$ cat config.mk
export PLATFORM = sky130hd
export DESIGN_NAME = dual_clock_counter
export DESIGN_NICKNAME = d
export VERILOG_FILES = /design/src/rtl/dcc_pkg.sv /design/src/rtl/dcc_sampler.sv /design/src/rtl/dcc_count.sv /design/src/rtl/dcc_term.sv /design/src/rtl/dual_clock_counter.sv
export SDC_FILE = /design/constraint.sdc
export NUM_CORES = 1
export LEC_CHECK = 0
export ABC_AREA = 1
export BUFFER_PORTS_ARGS = -buffer_cell sky130_fd_sc_hd__buf_2
export CORE_MARGIN = 10
export CORE_UTILIZATION = 47
export DETAILED_ROUTE_END_ITERATION = 16
export PLACE_DENSITY = 0.71
export SYNTH_ARGS = -nofsm -noshare
export SYNTH_HDL_FRONTEND = slang
export SYNTH_SLANG_ARGS = --single-unit
$ cat constraint.sdc
create_clock -name clk -period 2.4 [get_ports clk]
set_input_delay 0.24 -clock clk [delete_from_list [all_inputs] [get_ports clk]]
set_output_delay 0.24 -clock clk [all_outputs]
set_load 0.05 [all_outputs]
$ cat src/rtl/dcc_pkg.sv
package dcc_pkg;

    // Sampled control levels, one bit per control input
    typedef struct packed {
        logic up_lvl;
        logic dn_lvl;
        logic load_n;
        logic clear;
    } ctl_t;

    localparam ctl_t CTL_IDLE = '{up_lvl: 1'b1, dn_lvl: 1'b1, load_n: 1'b1, clear: 1'b0};

    // Rising edges seen between two consecutive samples
    typedef struct packed {
        logic up_rise;
        logic dn_rise;
    } edge_t;

    typedef enum logic [2:0] {
        ACT_HOLD,
        ACT_UP,
        ACT_DOWN,
        ACT_LOAD,
        ACT_CLEAR
    } act_e;

    // Priority: clear, then load, then a single qualified strobe edge
    function automatic act_e pick_action(ctl_t c, edge_t e);
        if (c.clear)                  return ACT_CLEAR;
        if (!c.load_n)                return ACT_LOAD;
        if (e.up_rise && e.dn_rise)   return ACT_HOLD;
        if (e.up_rise && c.dn_lvl)    return ACT_UP;
        if (e.dn_rise && c.up_lvl)    return ACT_DOWN;
        return ACT_HOLD;
    endfunction

endpackage

$ cat src/rtl/dcc_sampler.sv
module dcc_sampler
    import dcc_pkg::*;
#(
    parameter int WIDTH = 4
) (
    input  logic             clk,
    input  logic             rst,
    input  logic             up_clk,
    input  logic             dn_clk,
    input  logic             load_n,
    input  logic             clear,
    input  logic [WIDTH-1:0] data,
    output ctl_t             ctl_q,
    output edge_t            edg,
    output logic [WIDTH-1:0] data_q
);

    logic up_prev;
    logic dn_prev;

    always_ff @(posedge clk) begin
        if (rst) begin
            ctl_q   <= CTL_IDLE;
            up_prev <= 1'b1;
            dn_prev <= 1'b1;
            data_q  <= '0;
        end else begin
            ctl_q   <= '{up_lvl: up_clk, dn_lvl: dn_clk, load_n: load_n, clear: clear};
            up_prev <= ctl_q.up_lvl;
            dn_prev <= ctl_q.dn_lvl;
            data_q  <= data;
        end
    end

    assign edg.up_rise = ctl_q.up_lvl & ~up_prev;
    assign edg.dn_rise = ctl_q.dn_lvl & ~dn_prev;

    // a rise is reported only after a low sample
    a_r3_rise_after_low: assert property (@(posedge clk) disable iff (rst)
        edg.up_rise |-> !$past(ctl_q.up_lvl));

endmodule

$ cat src/rtl/dcc_count.sv
module dcc_count
    import dcc_pkg::*;
#(
    parameter int WIDTH = 4
) (
    input  logic             clk,
    input  logic             rst,
    input  ctl_t             ctl_q,
    input  edge_t            edg,
    input  logic [WIDTH-1:0] data_q,
    output logic [WIDTH-1:0] count
);

    localparam logic [WIDTH-1:0] ONE = WIDTH'(1);

    act_e             act;
    logic [WIDTH-1:0] count_nx;

    always_comb begin
        act = pick_action(ctl_q, edg);
        unique case (act)
            ACT_CLEAR: count_nx = '0;
            ACT_LOAD:  count_nx = data_q;
            ACT_UP:    count_nx = count + ONE;
            ACT_DOWN:  count_nx = count - ONE;
            default:   count_nx = count;
        endcase
    end

    always_ff @(posedge clk) begin
        if (rst) count <= '0;
        else     count <= count_nx;
    end

    logic ctl_free;
    assign ctl_free = ctl_q.load_n && !ctl_q.clear;


    a_r7_clear_zero: assert property (@(posedge clk) disable iff (rst)
        ctl_q.clear |=> count == '0);

    a_r6_load_value: assert property (@(posedge clk) disable iff (rst)
        (!ctl_q.clear && !ctl_q.load_n) |=> count == $past(data_q));

    a_r1_step_up: assert property (@(posedge clk) disable iff (rst)
        (ctl_free && edg.up_rise && ctl_q.dn_lvl && !edg.dn_rise)
        |=> count == $past(count) + ONE);

    a_r2_step_down: assert property (@(posedge clk) disable iff (rst)
        (ctl_free && edg.dn_rise && ctl_q.up_lvl && !edg.up_rise)
        |=> count == $past(count) - ONE);

    a_r3_both_hold: assert property (@(posedge clk) disable iff (rst)
        (ctl_free && edg.up_rise && edg.dn_rise) |=> $stable(count));
    a_r3_blocked_up: assert property (@(posedge clk) disable iff (rst)
        (ctl_free && edg.up_rise && !ctl_q.dn_lvl) |=> $stable(count));
    a_r3_blocked_dn: assert property (@(posedge clk) disable iff (rst)
        (ctl_free && edg.dn_rise && !ctl_q.up_lvl) |=> $stable(count));

    a_r10_reset_zero: assert property (@(posedge clk)
        rst |=> count == '0);

endmodule

$ cat src/rtl/dcc_term.sv
module dcc_term #(
    parameter int WIDTH = 4
) (
    input  logic [WIDTH-1:0] count,
    input  logic             up_lvl,
    input  logic             dn_lvl,
    output logic             carry_n,
    output logic             borrow_n
);

    localparam logic [WIDTH-1:0] CNT_MAX = '1;

    logic at_max;
    logic at_zero;

    always_comb begin
        at_max   = (count == CNT_MAX);
        at_zero  = (count == '0);
        carry_n  = ~(at_max & ~up_lvl);
        borrow_n = ~(at_zero & ~dn_lvl);
    end

endmodule

$ cat src/rtl/dual_clock_counter.sv
module dual_clock_counter
    import dcc_pkg::*;
#(
    parameter int WIDTH = 4
) (
    input  logic             clk,
    input  logic             rst,
    input  logic             up_clk,
    input  logic             dn_clk,
    input  logic             load_n,
    input  logic             clear,
    input  logic [WIDTH-1:0] data,
    output logic [WIDTH-1:0] count,
    output logic             carry_n,
    output logic             borrow_n
);

    localparam logic [WIDTH-1:0] CNT_MAX = '1;

    ctl_t             ctl_q;
    edge_t            edg;
    logic [WIDTH-1:0] data_q;

    dcc_sampler #(.WIDTH(WIDTH)) u_sampler (
        .clk    (clk),
        .rst    (rst),
        .up_clk (up_clk),
        .dn_clk (dn_clk),
        .load_n (load_n),
        .clear  (clear),
        .data   (data),
        .ctl_q  (ctl_q),
        .edg    (edg),
        .data_q (data_q)
    );

    dcc_count #(.WIDTH(WIDTH)) u_count (
        .clk    (clk),
        .rst    (rst),
        .ctl_q  (ctl_q),
        .edg    (edg),
        .data_q (data_q),
        .count  (count)
    );

    dcc_term #(.WIDTH(WIDTH)) u_term (
        .count    (count),
        .up_lvl   (ctl_q.up_lvl),
        .dn_lvl   (ctl_q.dn_lvl),
        .carry_n  (carry_n),
        .borrow_n (borrow_n)
    );


    a_r4_carry_at_max: assert property (@(posedge clk) disable iff (rst)
        !carry_n |-> count == CNT_MAX);
    a_r4_carry_release: assert property (@(posedge clk) disable iff (rst)
        (edg.up_rise && ctl_q.load_n && !ctl_q.clear) |-> carry_n);

    a_r5_borrow_at_zero: assert property (@(posedge clk) disable iff (rst)
        !borrow_n |-> count == '0);
    a_r5_borrow_release: assert property (@(posedge clk) disable iff (rst)
        (edg.dn_rise && ctl_q.load_n && !ctl_q.clear) |-> borrow_n);

    a_r10_reset_idle: assert property (@(posedge clk)
        rst |=> (carry_n && borrow_n));

endmodule

==> results.toml <==
[worst_setup_path]
rr_endpoint = "u_count.count[3]"
critical_path_class = "reg2reg"
cpPeakStageDelay_ns = 0.34
crit_path_cell_trace = "inv_2 > nor2_4 > nand3_2 > inv_2 > ha_1 > nand3_1 > nand4_1 > nand3_1 > nand2_1 > nor2_1 > nor2_1"
crit_arrival_ns = 1.84
r2r_start = "u_sampler.ctl_q[1]"
start_kind = "flip-flop"
critical_path_required_ns = 2.56
cpMaxStageDelayCell = "dfxtp_1"
reg2regPathDepth = 11
crit_family = "simple AND/OR/NAND/NOR gates"
cp-end-kind = "flip-flop"
reg2reg_slack_ns = 0.72
cp_max_fo = 4
worst-path-buf-inv = 2

[route]
drc = 0
drtPass1Iterations = 5
drt-total-wl_mm = 1.27
drtAntennaViolNets = 0
vias = 587
drt-initial-drc-count = 9
wl_per_cell_um = 10.3
vias_per_cell = 4.73

[cells_and_area]
drive_above_1_share = 0.321
fin_cells = 124
fin_nets = 124
nFillCells = 131
diodes = 0
post-route-util = 0.596
ff_latch_area_sq_um = 280
stdcell_area_sq_um = 795
multi_input_area_sq_um = 334
syn2layout_area_growth_pct = 16.3

[sta]
relSlewSlack = 0.827
rsz0062_at_grt = "false"
setup_ws_ns = 0.722
post-route-period-util = 0.699
tns_ns = 0
finalHoldViolations = 0
period_minus_slack_ns = 1.68
holdWs_ns = 0.149
fmax_mhz = 596
tightest_slew_ns = 0.258
finClkSkew_ns = 0.000367
setup_violations = 0
slew_violations = 0

[synthesis]
syn_area_per_cell_sq_um = 7.43
syn_inst = 92
yosys_register_bits = 14
synth_area_sq_um = 683
synth_cell_types = 22
synth_warnings = 0
yosysSeqAreaShare = 0.410
synth_nets = 105

[floorplanning]
core_area_sq_um = 1330
start_util = 0.512
die_h_um = 58.1
die_area_sq_um = 3380
pin_count = 16
rows = 13
fp.dieW_um = 58.1

[grt]
grt_usage = 0.0910
grt_pass1_wl_mm = 2.50
globalRouteOverflowTotal = 0
grt_pass1_vias = 618
grt_max_degree = 14
antenna_found_initial = 0

[job]
cap_violations = 0

[clocking]
clock_path_buffers = 2
clockRootBuffer = "clkbuf_4"
holdBufCountCts = 0
cts_tree = "done"
cts_max_level = 1
cts.sinks = 14
post_cts.resized_instances = 0
numCtsBuffers = 3
clkSlewWorstSetupHoldPaths_ns = 0.08
clock_latency_ns = 0.27
post_cts_buffers = 0

[power]
peakVddDrop_v = 0.000363
leakagePower_nw = 0.420
total_power_mw = 0.467
power_density_nw_per_um2 = 587

[placement]
io_buffers = 15
dp_hpwl_mm = 1.06
post-place-ws_ns = 0.730
dpl_cell_area_sq_um = 772
place.gp.congestion = 0.768
dp.cells = 121

[hold_path]
hold_path_end = "u_sampler.ctl_q[1]"
min_from = "load_n"
hold_depth = 2
hp-class = "in2reg"

[outcome]
status = "finished clean"
==> sequential cells by signal, summed over array words and instances (netlist names) <==
name               flops
u_count.count          4
u_sampler.data_q       4
u_sampler.up_prev      1
u_sampler.dn_prev      1
u_sampler.ctl_q        4
==> cell type report <==
class,instances,share of cell area
multi-input cells,60,0.420
flip-flops and latches,14,0.353
repair buffers,15,0.0945
inverters,17,0.0803
clock buffers,3,0.0283
well taps,15,0.0236
==> metal layers <==
metal	vias to the layer above	GRT usage	share of wire
met4	0	0.0403	0.010
met2	13	0.172	0.52
met1	258	0.0837	0.41
met5	-	0	0
met3	2	0.0349	0.059
li1	314	-	-
==> logic make-up (layout without fill, tap and decap cells) <==
| logic type | Yosys count | count (layout) | share of synthesized area |
|---|---|---|---|
| compound gates | 5 | 5 | 0.0476 |
| xor+xnor | 1 | 1 | 0.0128 |
| fa+ha+maj | 3 | 3 | 0.0659 |
| buf+inv | 18 | 35 | 0.101 |
| flops | 14 | 14 | 0.410 |
| simple gates | 51 | 51 | 0.363 |
==> worst reg2reg max path, delay by kind of cell (launching register included) <==
kind	cells	cell delay [ns]
AND/OR/NAND/NOR	8	0.80
buffers and inverters	2	0.16
flip-flops	1	0.34
adder cells (fa/ha/maj)	1	0.27
==> report_power, final <==
group / internal (mW) / leakage [nW] / switching, mW
logic: 0.0296 / 0.290 / 0.0554
clock network: 0.0579 / 0.0138 / 0.0665
registers: 0.245 / 0.116 / 0.0119
==> placed cells by master (no fill, tap or decap) <==
| cell type | n |
|---|---|
| nor2_4 | 1 |
| nand2_2 | 1 |
| inv_1 | 14 |
| nor2_1 | 16 |
| o21ai_1 | 1 |
| or2_2 | 5 |
| nor3_1 | 1 |
| nor2_2 | 2 |
| xnor2_1 | 1 |
| dfxtp_1 | 14 |
| nor3_2 | 1 |
| clkbuf_4 | 3 |
| inv_2 | 3 |
| nand2_1 | 16 |
| buf_2 | 15 |
| fa_1 | 1 |
| nand3_1 | 5 |
| o21ai_0 | 2 |
| nand3_2 | 2 |
| a21oi_2 | 1 |
| ha_1 | 2 |
| o21ai_2 | 1 |
| nand4_1 | 1 |
==> synthesized netlist by cell type (all sizes together) <==
| library cell | n | area [sq um] |
|---|---|---|
| dfxtp | 14 | 280 |
| fa | 1 | 20.0 |
| xnor2 | 1 | 8.76 |
| buf | 1 | 5.00 |
| or2 | 5 | 31.3 |
| nand2 | 17 | 66.3 |
| a21oi | 1 | 8.76 |
| nand4 | 1 | 6.26 |
| o21ai | 4 | 23.8 |
| nor3 | 2 | 15.0 |
| nand3 | 7 | 45.0 |
| inv | 17 | 63.8 |
| nor2 | 19 | 83.8 |
| ha | 2 | 25.0 |
==> worst max-delay path by stage <==
| stage | cells after the start | start | end | slack, ns |
|---|---|---|---|---|
| floorplan | 9 | u_count.count[2] | u_count.count[3] | 0.78 |
| global placement | 13 | u_sampler.up_prev | u_count.count[3] | 0.82 |
| detailed placement | 11 | u_sampler.ctl_q[1] | u_count.count[3] | 0.73 |
| CTS | 11 | u_sampler.up_prev | u_count.count[3] | 0.72 |
| global route | 11 | u_sampler.ctl_q[2] | u_count.count[3] | 0.52 |
| finish | 11 | u_sampler.ctl_q[1] | u_count.count[3] | 0.72 |
Power figures use the tool's default switching activity.
